[src/rtl/refresh_sched_pkg.sv]
package refresh_sched_pkg;

  // strobes from the control FSM to the datapath
  typedef struct packed {
    logic countEn;    // interval counter may advance this cycle
    logic grantTake;  // a pending refresh is granted this cycle
  } ctrlStrobe_t;

  // registered status from the datapath to the control FSM
  typedef struct packed {
    logic pendAny;     // at least one refresh pending
    logic lockIdle;    // ACTV lockout has elapsed
    logic expireNow;   // interval counter is at its last count
    logic selfWanted;  // self-refresh requested and allowed by mode
  } dpStatus_t;

  typedef enum logic [0:0] {
    ST_RUN  = 1'b0,
    ST_SELF = 1'b1
  } schedState_t;

endpackage

[src/rtl/refresh_datapath.sv]
module refresh_datapath
  import refresh_sched_pkg::*;
#(
  parameter int RC_W       = 9,
  parameter int UNIT_SHIFT = 4,
  parameter int PEND_MAX   = 2,
  parameter int GAP_A      = 3,
  parameter int GAP_B      = 6,
  parameter int GAP_C      = 9
) (
  input  logic              clk,
  input  logic              rst_n,
  input  logic              cfgWrEn,
  input  logic [RC_W-1:0]   cfgInterval,
  input  logic [1:0]        cfgGapSel,
  input  logic              cfgSelfReq,
  input  logic              cfgCkeCmd,
  input  ctrlStrobe_t       strobe,
  output dpStatus_t         status,
  output logic              actvBlock
);

  localparam int CNT_W   = RC_W + UNIT_SHIFT;
  localparam int PEND_W  = $clog2(PEND_MAX + 1);
  localparam int GAP_AB  = (GAP_A > GAP_B) ? GAP_A : GAP_B;
  localparam int GAP_MAX = (GAP_AB > GAP_C) ? GAP_AB : GAP_C;
  localparam int LOCK_W  = $clog2(GAP_MAX + 1);

  logic              armed;
  logic [RC_W-1:0]   rcReg;
  logic [1:0]        gapReg;
  logic              selfReg;
  logic              ckeCmdReg;
  logic [CNT_W-1:0]  cnt;
  logic [PEND_W-1:0] pend;
  logic [PEND_W-1:0] pendNext;
  logic [LOCK_W-1:0] lockCnt;
  logic              dueTick;

  // last count of an interval of (rc+1) units
  function automatic logic [CNT_W-1:0] lastCount(input logic [RC_W-1:0] rc);
    return {rc, {UNIT_SHIFT{1'b1}}};
  endfunction

  function automatic logic [LOCK_W-1:0] gapOf(input logic [1:0] sel);
    case (sel)
      2'b00:   return LOCK_W'(GAP_A);
      2'b01:   return LOCK_W'(GAP_B);
      default: return LOCK_W'(GAP_C);
    endcase
  endfunction

  // control register
  always_ff @(posedge clk) begin
    if (!rst_n) begin
      armed     <= 1'b0;
      rcReg     <= '0;
      gapReg    <= '0;
      selfReg   <= 1'b0;
      ckeCmdReg <= 1'b0;
    end else if (cfgWrEn) begin
      armed     <= 1'b1;
      rcReg     <= cfgInterval;
      gapReg    <= cfgGapSel;
      selfReg   <= cfgSelfReq;
      ckeCmdReg <= cfgCkeCmd;
    end
  end

  assign dueTick = armed && strobe.countEn && (cnt == '0);

  // interval counter: loads on arming, on grant and on expiry
  always_ff @(posedge clk) begin
    if (!rst_n) begin
      cnt <= '0;
    end else if (!armed) begin
      if (cfgWrEn) cnt <= lastCount(cfgInterval);
    end else if (strobe.grantTake) begin
      cnt <= lastCount(rcReg);
    end else if (strobe.countEn) begin
      cnt <= (cnt == '0) ? lastCount(rcReg) : cnt - 1'b1;
    end
  end

  // pending refresh count
  always_comb begin
    pendNext = pend;
    case ({dueTick, strobe.grantTake})
      2'b10: if (pend != PEND_W'(PEND_MAX)) pendNext = pend + 1'b1;
      2'b01: pendNext = pend - 1'b1;
      default: pendNext = pend;
    endcase
  end

  always_ff @(posedge clk) begin
    if (!rst_n) pend <= '0;
    else        pend <= pendNext;
  end

  // ACTV lockout counter
  always_ff @(posedge clk) begin
    if (!rst_n)                 lockCnt <= '0;
    else if (strobe.grantTake)  lockCnt <= gapOf(gapReg);
    else if (lockCnt != '0)     lockCnt <= lockCnt - 1'b1;
  end

  assign actvBlock         = (lockCnt != '0);
  assign status.pendAny    = (pend != '0);
  assign status.lockIdle   = (lockCnt == '0);
  assign status.expireNow  = armed && (cnt == '0);
  assign status.selfWanted = selfReg && !ckeCmdReg;

endmodule

[src/rtl/refresh_ctrl.sv]
module refresh_ctrl
  import refresh_sched_pkg::*;
(
  input  logic        clk,
  input  logic        rst_n,
  input  logic        refGrant,
  input  dpStatus_t   status,
  output ctrlStrobe_t strobe,
  output logic        refReq,
  output logic        refCmd,
  output logic        selfCmd,
  output logic        selfExitCmd,
  output logic        ckeOut
);

  schedState_t state;
  logic        enterSelf;
  logic        leaveSelf;

  // entry waits for a quiet cycle: nothing pending, no lockout, no expiry
  assign enterSelf = (state == ST_RUN) && status.selfWanted && !status.pendAny &&
                     status.lockIdle && !status.expireNow;
  assign leaveSelf = (state == ST_SELF) && !status.selfWanted;

  assign strobe.countEn   = (state == ST_RUN);
  assign strobe.grantTake = (state == ST_RUN) && refGrant && status.pendAny;
  assign refReq           = status.pendAny;

  always_ff @(posedge clk) begin
    if (!rst_n) begin
      state       <= ST_RUN;
      refCmd      <= 1'b0;
      selfCmd     <= 1'b0;
      selfExitCmd <= 1'b0;
      ckeOut      <= 1'b1;
    end else begin
      refCmd      <= strobe.grantTake;
      selfCmd     <= enterSelf;
      selfExitCmd <= leaveSelf;
      if (enterSelf) begin
        state  <= ST_SELF;
        ckeOut <= 1'b0;
      end else if (leaveSelf) begin
        state  <= ST_RUN;
        ckeOut <= 1'b1;
      end
    end
  end

endmodule

[src/rtl/sdram_refresh_sched.sv]
module sdram_refresh_sched
  import refresh_sched_pkg::*;
#(
  parameter int RC_W       = 9,
  parameter int UNIT_SHIFT = 4,
  parameter int PEND_MAX   = 2,
  parameter int GAP_A      = 3,
  parameter int GAP_B      = 6,
  parameter int GAP_C      = 9
) (
  input  logic            clk,
  input  logic            rst_n,
  input  logic            cfgWrEn,
  input  logic [RC_W-1:0] cfgInterval,
  input  logic [1:0]      cfgGapSel,
  input  logic            cfgSelfReq,
  input  logic            cfgCkeCmd,
  input  logic            refGrant,
  output logic            refReq,
  output logic            refCmd,
  output logic            selfCmd,
  output logic            selfExitCmd,
  output logic            ckeOut,
  output logic            actvBlock
);

  ctrlStrobe_t strobe;
  dpStatus_t   status;

  refresh_datapath #(
    .RC_W(RC_W), .UNIT_SHIFT(UNIT_SHIFT), .PEND_MAX(PEND_MAX),
    .GAP_A(GAP_A), .GAP_B(GAP_B), .GAP_C(GAP_C)
  ) dp_i (
    .clk(clk), .rst_n(rst_n), .cfgWrEn(cfgWrEn), .cfgInterval(cfgInterval),
    .cfgGapSel(cfgGapSel), .cfgSelfReq(cfgSelfReq), .cfgCkeCmd(cfgCkeCmd),
    .strobe(strobe), .status(status), .actvBlock(actvBlock)
  );

  refresh_ctrl ctrl_i (
    .clk(clk), .rst_n(rst_n), .refGrant(refGrant), .status(status),
    .strobe(strobe), .refReq(refReq), .refCmd(refCmd), .selfCmd(selfCmd),
    .selfExitCmd(selfExitCmd), .ckeOut(ckeOut)
  );

endmodule

[config.mk]
export PLATFORM = sky130hd
export DESIGN_NAME = sdram_refresh_sched
export DESIGN_NICKNAME = d
export VERILOG_FILES = /design/src/rtl/refresh_sched_pkg.sv /design/src/rtl/refresh_datapath.sv /design/src/rtl/refresh_ctrl.sv /design/src/rtl/sdram_refresh_sched.sv
export SDC_FILE = /design/constraint.sdc
export NUM_CORES = 1
export LEC_CHECK = 0
export BUFFER_PORTS_ARGS = -buffer_cell sky130_fd_sc_hd__buf_2
export CAP_MARGIN = 20
export CORE_ASPECT_RATIO = 0.8
export CORE_UTILIZATION = 62
export CTS_BUF_LIST = sky130_fd_sc_hd__clkbuf_8 sky130_fd_sc_hd__clkbuf_16
export DETAILED_ROUTE_END_ITERATION = 7
export GPL_TIMING_DRIVEN = 0
export PLACE_DENSITY = 0.91
export SYNTH_ARGS = -nofsm -noshare
export SYNTH_HDL_FRONTEND = slang
export SYNTH_SLANG_ARGS = --single-unit
[constraint.sdc]
create_clock -name clk -period 4.9 [get_ports clk]
set_input_delay 0.735 -clock clk [delete_from_list [all_inputs] [get_ports clk]]
set_output_delay 0.735 -clock clk [all_outputs]
set_load 0.01 [all_outputs]
==> results.py, run 1 <==
metrics = {
    "run_status": {
        "outcome": "completed",
    },
    "cells_and_area": {
        "nets": 288,
        "stdcell_area_um2": 2380,
        "flow.area_growth_from_synthesis_pct": 12.6,
        "fillCellCount": 226,
        "fin_util": 0.749,
        "final_layout_size_suffix_gt1_frac": 0.160,
        "antennaDiodeCount": 0,
    },
    "worst_setup_path": {
        "worst-endpoint-arrival_ns": 1.55,
        "critPathKind": "reg2out",
        "critical-path-slowest-cell": "dfxtp_1",
        "regToRegSetupSlack_ns": 2.77,
        "worst_path_bufs_invs": 3,
        "path_common_cell": "inv_1",
        "critical_path_peak_fanout": 5,
        "timing.critical_path.to_type": "output port",
        "startpoint": "dp_i.lockCnt[0]$_SDFFE_PN0P_",
        "required_ns": 4.16,
        "critical_path.top_delay_family": "buffers and inverters",
        "timing.critical_path.slowest_cell_delay_ns": 0.33,
        "startpoint_type": "flip-flop",
        "cp_cell_sequence": "inv_1, ha_1, nor3b_1, inv_1, buf_2",
        "reg_to_reg_critical_path_startpoint": "dp_i.cnt[0]$_SDFFE_PN0P_",
    },
    "floorplan": {
        "dieArea_um2": 3650,
        "die_height_um": 54.2,
        "die_width_um": 67.3,
        "fp.coreArea_um2": 3180,
        "io_pins": 23,
        "starting_density": 0.665,
        "std_cell_rows": 18,
    },
    "synthesis": {
        "synth.net_count": 260,
        "netlist_area_um2": 2110,
        "number_of_synthesized_register_bits": 38,
        "synth_enable_flop_cells": 0,
        "netlist_instances": 239,
        "syn-mean-instance-area_um2": 8.84,
        "synthArstFlopShare": 0,
        "synth_flop_cell": "dfxtp_1",
        "post_synthesis_sequential_area_ratio": 0.360,
        "post_synth_num_cell_types": 51,
        "synth_warnings": 0,
    },
    "timing": {
        "finalMaxSlewViolations": 0,
        "timing.clock.skew_ns": 0.00793,
        "rsz_0062_raised_after_global_routing": "no",
        "timing.setup.tns_ns": 0,
        "period_needed_ns": 2.28,
        "fin_ws_ns": 2.62,
        "timing.hold.ws_ns": 0.463,
        "max_freq_mhz": 439,
        "maxSlewHeadroom": 0.463,
        "final.period_utilization": 0.465,
        "final_hold_viol_count": 0,
        "worstMarginPinSlew_ns": 0.799,
        "setup_violations": 0,
    },
    "drt": {
        "drtIter0Drc": 118,
        "final_antenna_net_count": 0,
        "route.detailed.vias_per_inst": 6.39,
        "wl_per_cell_um": 16.8,
        "first_pass_iters": 5,
        "drt-total-wl_um": 5160,
        "drcViolationCount": 0,
        "vias": 1967,
    },
    "place": {
        "dp_hpwl_um": 3650,
        "dp_slack_ns": 2.72,
        "placed_area_um2": 2270,
        "place_congestion": 0.925,
        "port-buffer-count": 21,
    },
    "global_route": {
        "grt_max_degree": 12,
        "number_of_global_route_vias_before_repair": 1826,
        "sum_of_overflow_across_all_layers_after_global_routing": 0,
        "first_pass_grt_wire_length_um": 8480,
        "grtUsageTotal": 0.324,
        "antenna_found_initial": 0,
    },
    "clock_tree": {
        "cts-root-buf": "clkbuf_8",
        "htree_num_levels": 2,
        "cts_hold_buffers": 0,
        "latest_clock_arrival_within_the_worst_skew_pair_ns": 0.29,
        "clkTransAtPathRegs_ns": 0.07,
        "postCtsSetupBuffers": 0,
        "ctsLongestPathBuffers": 2,
        "cts.sink_count": 38,
        "tritoncts.num_buffers": 5,
        "postCtsResizedCells": 0,
        "cts_tree": "done",
    },
    "power": {
        "power_density_nw_per_um2": 410,
        "p_leak_nw": 0.933,
        "vdd_drop_max_uv": 245,
    },
    "worst_hold_path": {
        "hp-start": "ctrl_i.ckeOut$_SDFFE_PN1P_",
        "hp-class": "reg2reg",
    },
    "job": {
        "maxCapViolCount": 0,
    },
}
==> through the flow <==
stage / instances / power (mW)
floorplan: 239 / 0.633
global placement: 300 / 0.704
detailed placement: 300 / 0.718
CTS: 308 / 0.968
global route: 308 / 1.03
finish: 308 / 0.974
==> power breakdown <==
part | switching (mW) | internal (mW) | total (mW) | leakage [nW]
registers | 0.0426 | 0.353 | 0.395 | 0.314
logic | 0.188 | 0.139 | 0.327 | 0.562
clock network | 0.110 | 0.142 | 0.252 | 0.0575
total | 0.340 | 0.634 | 0.974 | 0.933
==> layout by cell type (no fill, tap or decap), types with 5 or more instances in the layout <==
cell type and n:
a31oi_1 7, buf_2 25, clkbuf_1 9, clkbuf_8 8, dfxtp_1 38, inv_1 11, mux2i_1 16, nand2_1 16
nand4_1 6, nor2_1 6, nor2b_1 14, nor3_1 10, nor4_1 5, o21ai_0 15, o311ai_0 5, xnor2_1 5
xor2_1 5
==> worst min-delay path: cells and delay by family (launching register included) <==
family	cells	cell delay (ns)
AO/OA/AOI/OAI	1	0.06
buffers and inverters	1	0.05
flip-flops	1	0.31
==> layout make-up <==
cell class	count	area, µm²	share of cell area
Clock buffer	8	110	0.0463
Buffer	13	53.8	0.0226
Timing Repair Buffer	21	105	0.0442
Inverter	12	45.0	0.0189
Sequential cell	38	761	0.320
Tap cell	40	50.0	0.0210
Multi-Input combinational cell	176	1250	0.527
==> Yosys cell counts (all sizes together) (3+ instances only) <==
| cell type | number | area share |
|---|---|---|
| a32oi | 3 | 0.012 |
| o21ai | 16 | 0.038 |
| inv | 11 | 0.020 |
| o21a | 4 | 0.014 |
| o22a | 3 | 0.013 |
| clkbuf | 9 | 0.016 |
| nor3 | 10 | 0.024 |
| a31oi | 7 | 0.021 |
| nor2 | 6 | 0.011 |
| mux2 | 3 | 0.016 |
| buf | 4 | 0.0095 |
| xnor2 | 5 | 0.021 |
| dfxtp | 38 | 0.36 |
| nand4 | 6 | 0.018 |
| a21boi | 4 | 0.014 |
| nor2b | 14 | 0.041 |
| or3b | 3 | 0.012 |
| and2 | 3 | 0.0089 |
| o311ai | 5 | 0.021 |
| nor4 | 5 | 0.015 |
| mux2i | 16 | 0.076 |
| nand3 | 4 | 0.0095 |
| a21oi | 4 | 0.0095 |
| nand2 | 16 | 0.028 |
| nand2b | 4 | 0.012 |
| xor2 | 5 | 0.021 |
| ha | 4 | 0.024 |
==> metal layers <==
| layer | vias up | share of wire | track usage |
|---|---|---|---|
| met4 | 0 | 0.019 | 0.149 |
| met5 | - | 0 | 0 |
| met1 | 930 | 0.46 | 0.426 |
| li1 | 939 | - | - |
| met3 | 11 | 0.076 | 0.0896 |
| met2 | 87 | 0.45 | 0.497 |
==> kinds of logic (layout without fill, tap and decap cells) <==
kind of cell	after synthesis	in the layout	share of synthesized area
XOR/XNOR	10	10	0.0414
adder cells (fa/ha/maj)	4	4	0.0237
flip-flops	38	38	0.360
buffers and inverters	25	54	0.0468
multiplexers	19	19	0.0918
AO/OA/AOI/OAI	58	58	0.198
AND/OR/NAND/NOR	85	85	0.238
==> final timing paths <==
kind	end	cells after the start
max	actvBlock	5
min	ctrl_i.ckeOut$_SDFFE_PN1P_	2
max reg2reg	dp_i.cnt[1]$_SDFFE_PN0P_	6
min reg2reg	ctrl_i.ckeOut$_SDFFE_PN1P_	2
==> flip-flops by register name, summed over array words and instances, names as in the netlist <==
| register | count |
|---|---|
| dp_i.selfReg | 1 |
| dp_i.ckeCmdReg | 1 |
| dp_i.rcReg | 9 |
| dp_i.lockCnt | 4 |
| dp_i.cnt | 13 |
| dp_i.gapReg | 2 |
| ctrl_i.state | 1 |
| ctrl_i.selfExitCmd | 1 |
| ctrl_i.selfCmd | 1 |
| dp_i.pend | 2 |
| ctrl_i.refCmd | 1 |
| dp_i.armed | 1 |
| ctrl_i.ckeOut | 1 |
(Power assumes the default switching activity.)
==> run 2: changes to the inputs <==
--- a/config.mk
+++ b/config.mk
@@ -8,11 +8,11 @@
 export BUFFER_PORTS_ARGS = -buffer_cell sky130_fd_sc_hd__buf_2
 export CAP_MARGIN = 20
 export CORE_ASPECT_RATIO = 0.8
-export CORE_UTILIZATION = 62
+export CORE_UTILIZATION = 58
 export CTS_BUF_LIST = sky130_fd_sc_hd__clkbuf_8 sky130_fd_sc_hd__clkbuf_16
 export DETAILED_ROUTE_END_ITERATION = 7
 export GPL_TIMING_DRIVEN = 0
-export PLACE_DENSITY = 0.91
+export PLACE_DENSITY = 0.86
 export SYNTH_ARGS = -nofsm -noshare
 export SYNTH_HDL_FRONTEND = slang
 export SYNTH_SLANG_ARGS = --single-unit
==> constraint.sdc (replaced) <==
create_clock -name clk -period 2.38 [get_ports clk]
set_input_delay 0.357 -clock clk [delete_from_list [all_inputs] [get_ports clk]]
set_output_delay 0.357 -clock clk [all_outputs]
set_load 0.01 [all_outputs]
==> run 2 against run 1 <==
Against the previous run: global-route usage shrank 3.2 points; total power grew 97%; worst setup slack lost 2.3 ns; hold slack lost 0.14 ns; sequential cell count is the same; first-iteration DRC count grew 74%; non-clock buffer count is the same; clock skew grew 0.0019 ns; combinational power grew 110%; final area shrank 0.89%; die area grew 6.7%; sequential share of layout area grew 0.29 points; highest routed layer unchanged.
==> results.py, run 2 (synthesized netlist as in run 1, its figures left out) <==
metrics = {
    "global_route": {
        "first_pass_grt_wire_length_um": 8700,
        "grtUsageTotal": 0.293,
        "grt_max_degree": 13,
        "antenna_found_initial": 0,
        "sum_of_overflow_across_all_layers_after_global_routing": 0,
        "number_of_global_route_vias_before_repair": 1793,
    },
    "cells_and_area": {
        "largest_reg_flops": 13,
        "leading_cell_type_in_the_layout_fill_and_taps_excluded": "dfxtp_1",
        "nets": 288,
        "flow.area_growth_from_synthesis_pct": 11.5,
        "largest-register": "dp_i.cnt",
        "antennaDiodeCount": 0,
        "largestRegisters": "dp_i.cnt (13), dp_i.rcReg (9), dp_i.lockCnt (4)",
        "mostFrequentLayoutCells": "38 x dfxtp_1, 25 x buf_2, 16 x nand2_1, 16 x mux2i_1, 15 x o21ai_0",
        "fillCellCount": 300,
        "final_layout_size_suffix_gt1_frac": 0.157,
    },
    "worst_setup_path": {
        "critPathKind": "reg2reg",
        "startpoint_type": "flip-flop",
        "timing.critical_path.to_type": "flip-flop",
        "critical_path_peak_fanout": 10,
        "required_ns": 2.52,
        "worst-endpoint-arrival_ns": 2.22,
        "worst-r2r-cell-count": 6,
    },
    "worst_hold_path": {
        "hp-class": "in2reg",
        "timing.hold.worst_path_depth": 3,
    },
    "timing": {
        "max_freq_mhz": 482,
        "setup_violations": 0,
        "timing.clock.skew_ns": 0.00983,
        "maxSlewHeadroom": 0.541,
        "finalMaxSlewViolations": 0,
        "rsz_0062_raised_after_global_routing": "no",
        "worstMarginPinSlew_ns": 0.682,
        "final_hold_viol_count": 0,
        "final.period_utilization": 0.872,
        "period_needed_ns": 2.08,
        "timing.hold.ws_ns": 0.319,
        "timing.setup.tns_ns": 0,
    },
    "job": {
        "maxCapViolCount": 0,
    },
    "drt": {
        "route.detailed.vias_per_inst": 6.30,
        "wl_per_cell_um": 17.0,
        "final_antenna_net_count": 0,
        "drtIter0Drc": 205,
        "drt-total-wl_um": 5270,
        "drcViolationCount": 0,
        "first_pass_iters": 5,
        "vias": 1952,
    },
    "power": {
        "vdd_drop_max_uv": 667,
        "p_leak_nw": 0.925,
        "power_density_nw_per_um2": 816,
    },
    "clock_tree": {
        "postCtsResizedCells": 0,
        "cts_hold_buffers": 0,
        "postCtsSetupBuffers": 0,
        "clkTransAtPathRegs_ns": 0.08,
        "ctsLongestPathBuffers": 2,
        "cts.sink_count": 38,
        "latest_clock_arrival_within_the_worst_skew_pair_ns": 0.30,
        "cts-root-buf": "clkbuf_8",
        "htree_num_levels": 2,
        "tritoncts.num_buffers": 5,
        "cts_tree": "done",
    },
    "floorplan": {
        "fp.coreArea_um2": 3450,
        "io_pins": 23,
        "starting_density": 0.613,
        "die_width_um": 69.5,
        "dieArea_um2": 3890,
        "std_cell_rows": 19,
        "die_height_um": 56.0,
    },
    "place": {
        "port-buffer-count": 21,
        "dp_hpwl_um": 3820,
        "place_congestion": 0.919,
    },
    "run_status": {
        "outcome": "completed",
    },
}
-- run 2: cell count changes in the layout (fill, tap and decap cells not counted), sizes merged --
| cell | previous run | this run |
|---|---|---|
| clkinv | 1 | 3 |
| inv | 11 | 12 |
| clkbuf | 17 | 14 |
-- run 2: per-stage QoR --
step	power, mW	instances	cell area [µm²]	setup slack, ns	utilization
2_1_floorplan	1.30	239	2110	0.757	-
3_3_place_gp	1.45	302	2270	0.429	0.659
3_5_place_dp	1.49	302	2270	0.312	0.659
4_1_cts	1.92	310	2360	0.332	0.684
5_1_grt	2.04	310	2360	0.160	0.684
6_report	1.92	310	2360	0.304	0.684
-- run 2: cell type report --
cell class	count	area, µm²	area share
inverter	12	45.0	0.0191
sequential	38	761	0.323
clock inverter	3	17.5	0.00743
multi-input combinational	176	1250	0.532
timing repair buffer	21	105	0.0446
tap	42	52.6	0.0223
buffer	13	53.8	0.0228
clock buffer	5	68.8	0.0292
-- run 2: power breakdown --
group | leakage (nW) | switching, mW | total [mW] | internal [mW]
Clock | 0.0493 | 0.235 | 0.437 | 0.202
Combinational | 0.562 | 0.387 | 0.672 | 0.285
Sequential | 0.314 | 0.0873 | 0.813 | 0.726
Total | 0.925 | 0.709 | 1.92 | 1.21
-- run 2: critical path, stage by stage, from the launching register on --
cell	delay (ns)
dfxtp_1	0.39
inv_1	0.08
ha_1	0.22
nor4b_1	0.16
a32oi_1	0.55
buf_2	0.36
a41oi_1	0.15
-- run 2: per-layer routing --
layer | up-vias | routed length (µm) | track usage
met5 | - | 0 | 0
met4 | 0 | 54 | 0.114
met3 | 6 | 460 | 0.105
met2 | 85 | 2380 | 0.434
met1 | 921 | 2370 | 0.389
li1 | 940 | - | -
-- run 2: final timing paths --
| check | start | endpoint | slack [ns] |
|---|---|---|---|
| max | dp_i.cnt[0]$_SDFFE_PN0P_ | dp_i.cnt[1]$_SDFFE_PN0P_ | 0.30 |
| min | cfgGapSel[1] | dp_i.gapReg[1]$_SDFFE_PN0P_ | 0.32 |
| max reg2reg | dp_i.cnt[0]$_SDFFE_PN0P_ | dp_i.cnt[1]$_SDFFE_PN0P_ | 0.30 |
| min reg2reg | ctrl_i.ckeOut$_SDFFE_PN1P_ | ctrl_i.ckeOut$_SDFFE_PN1P_ | 0.46 |
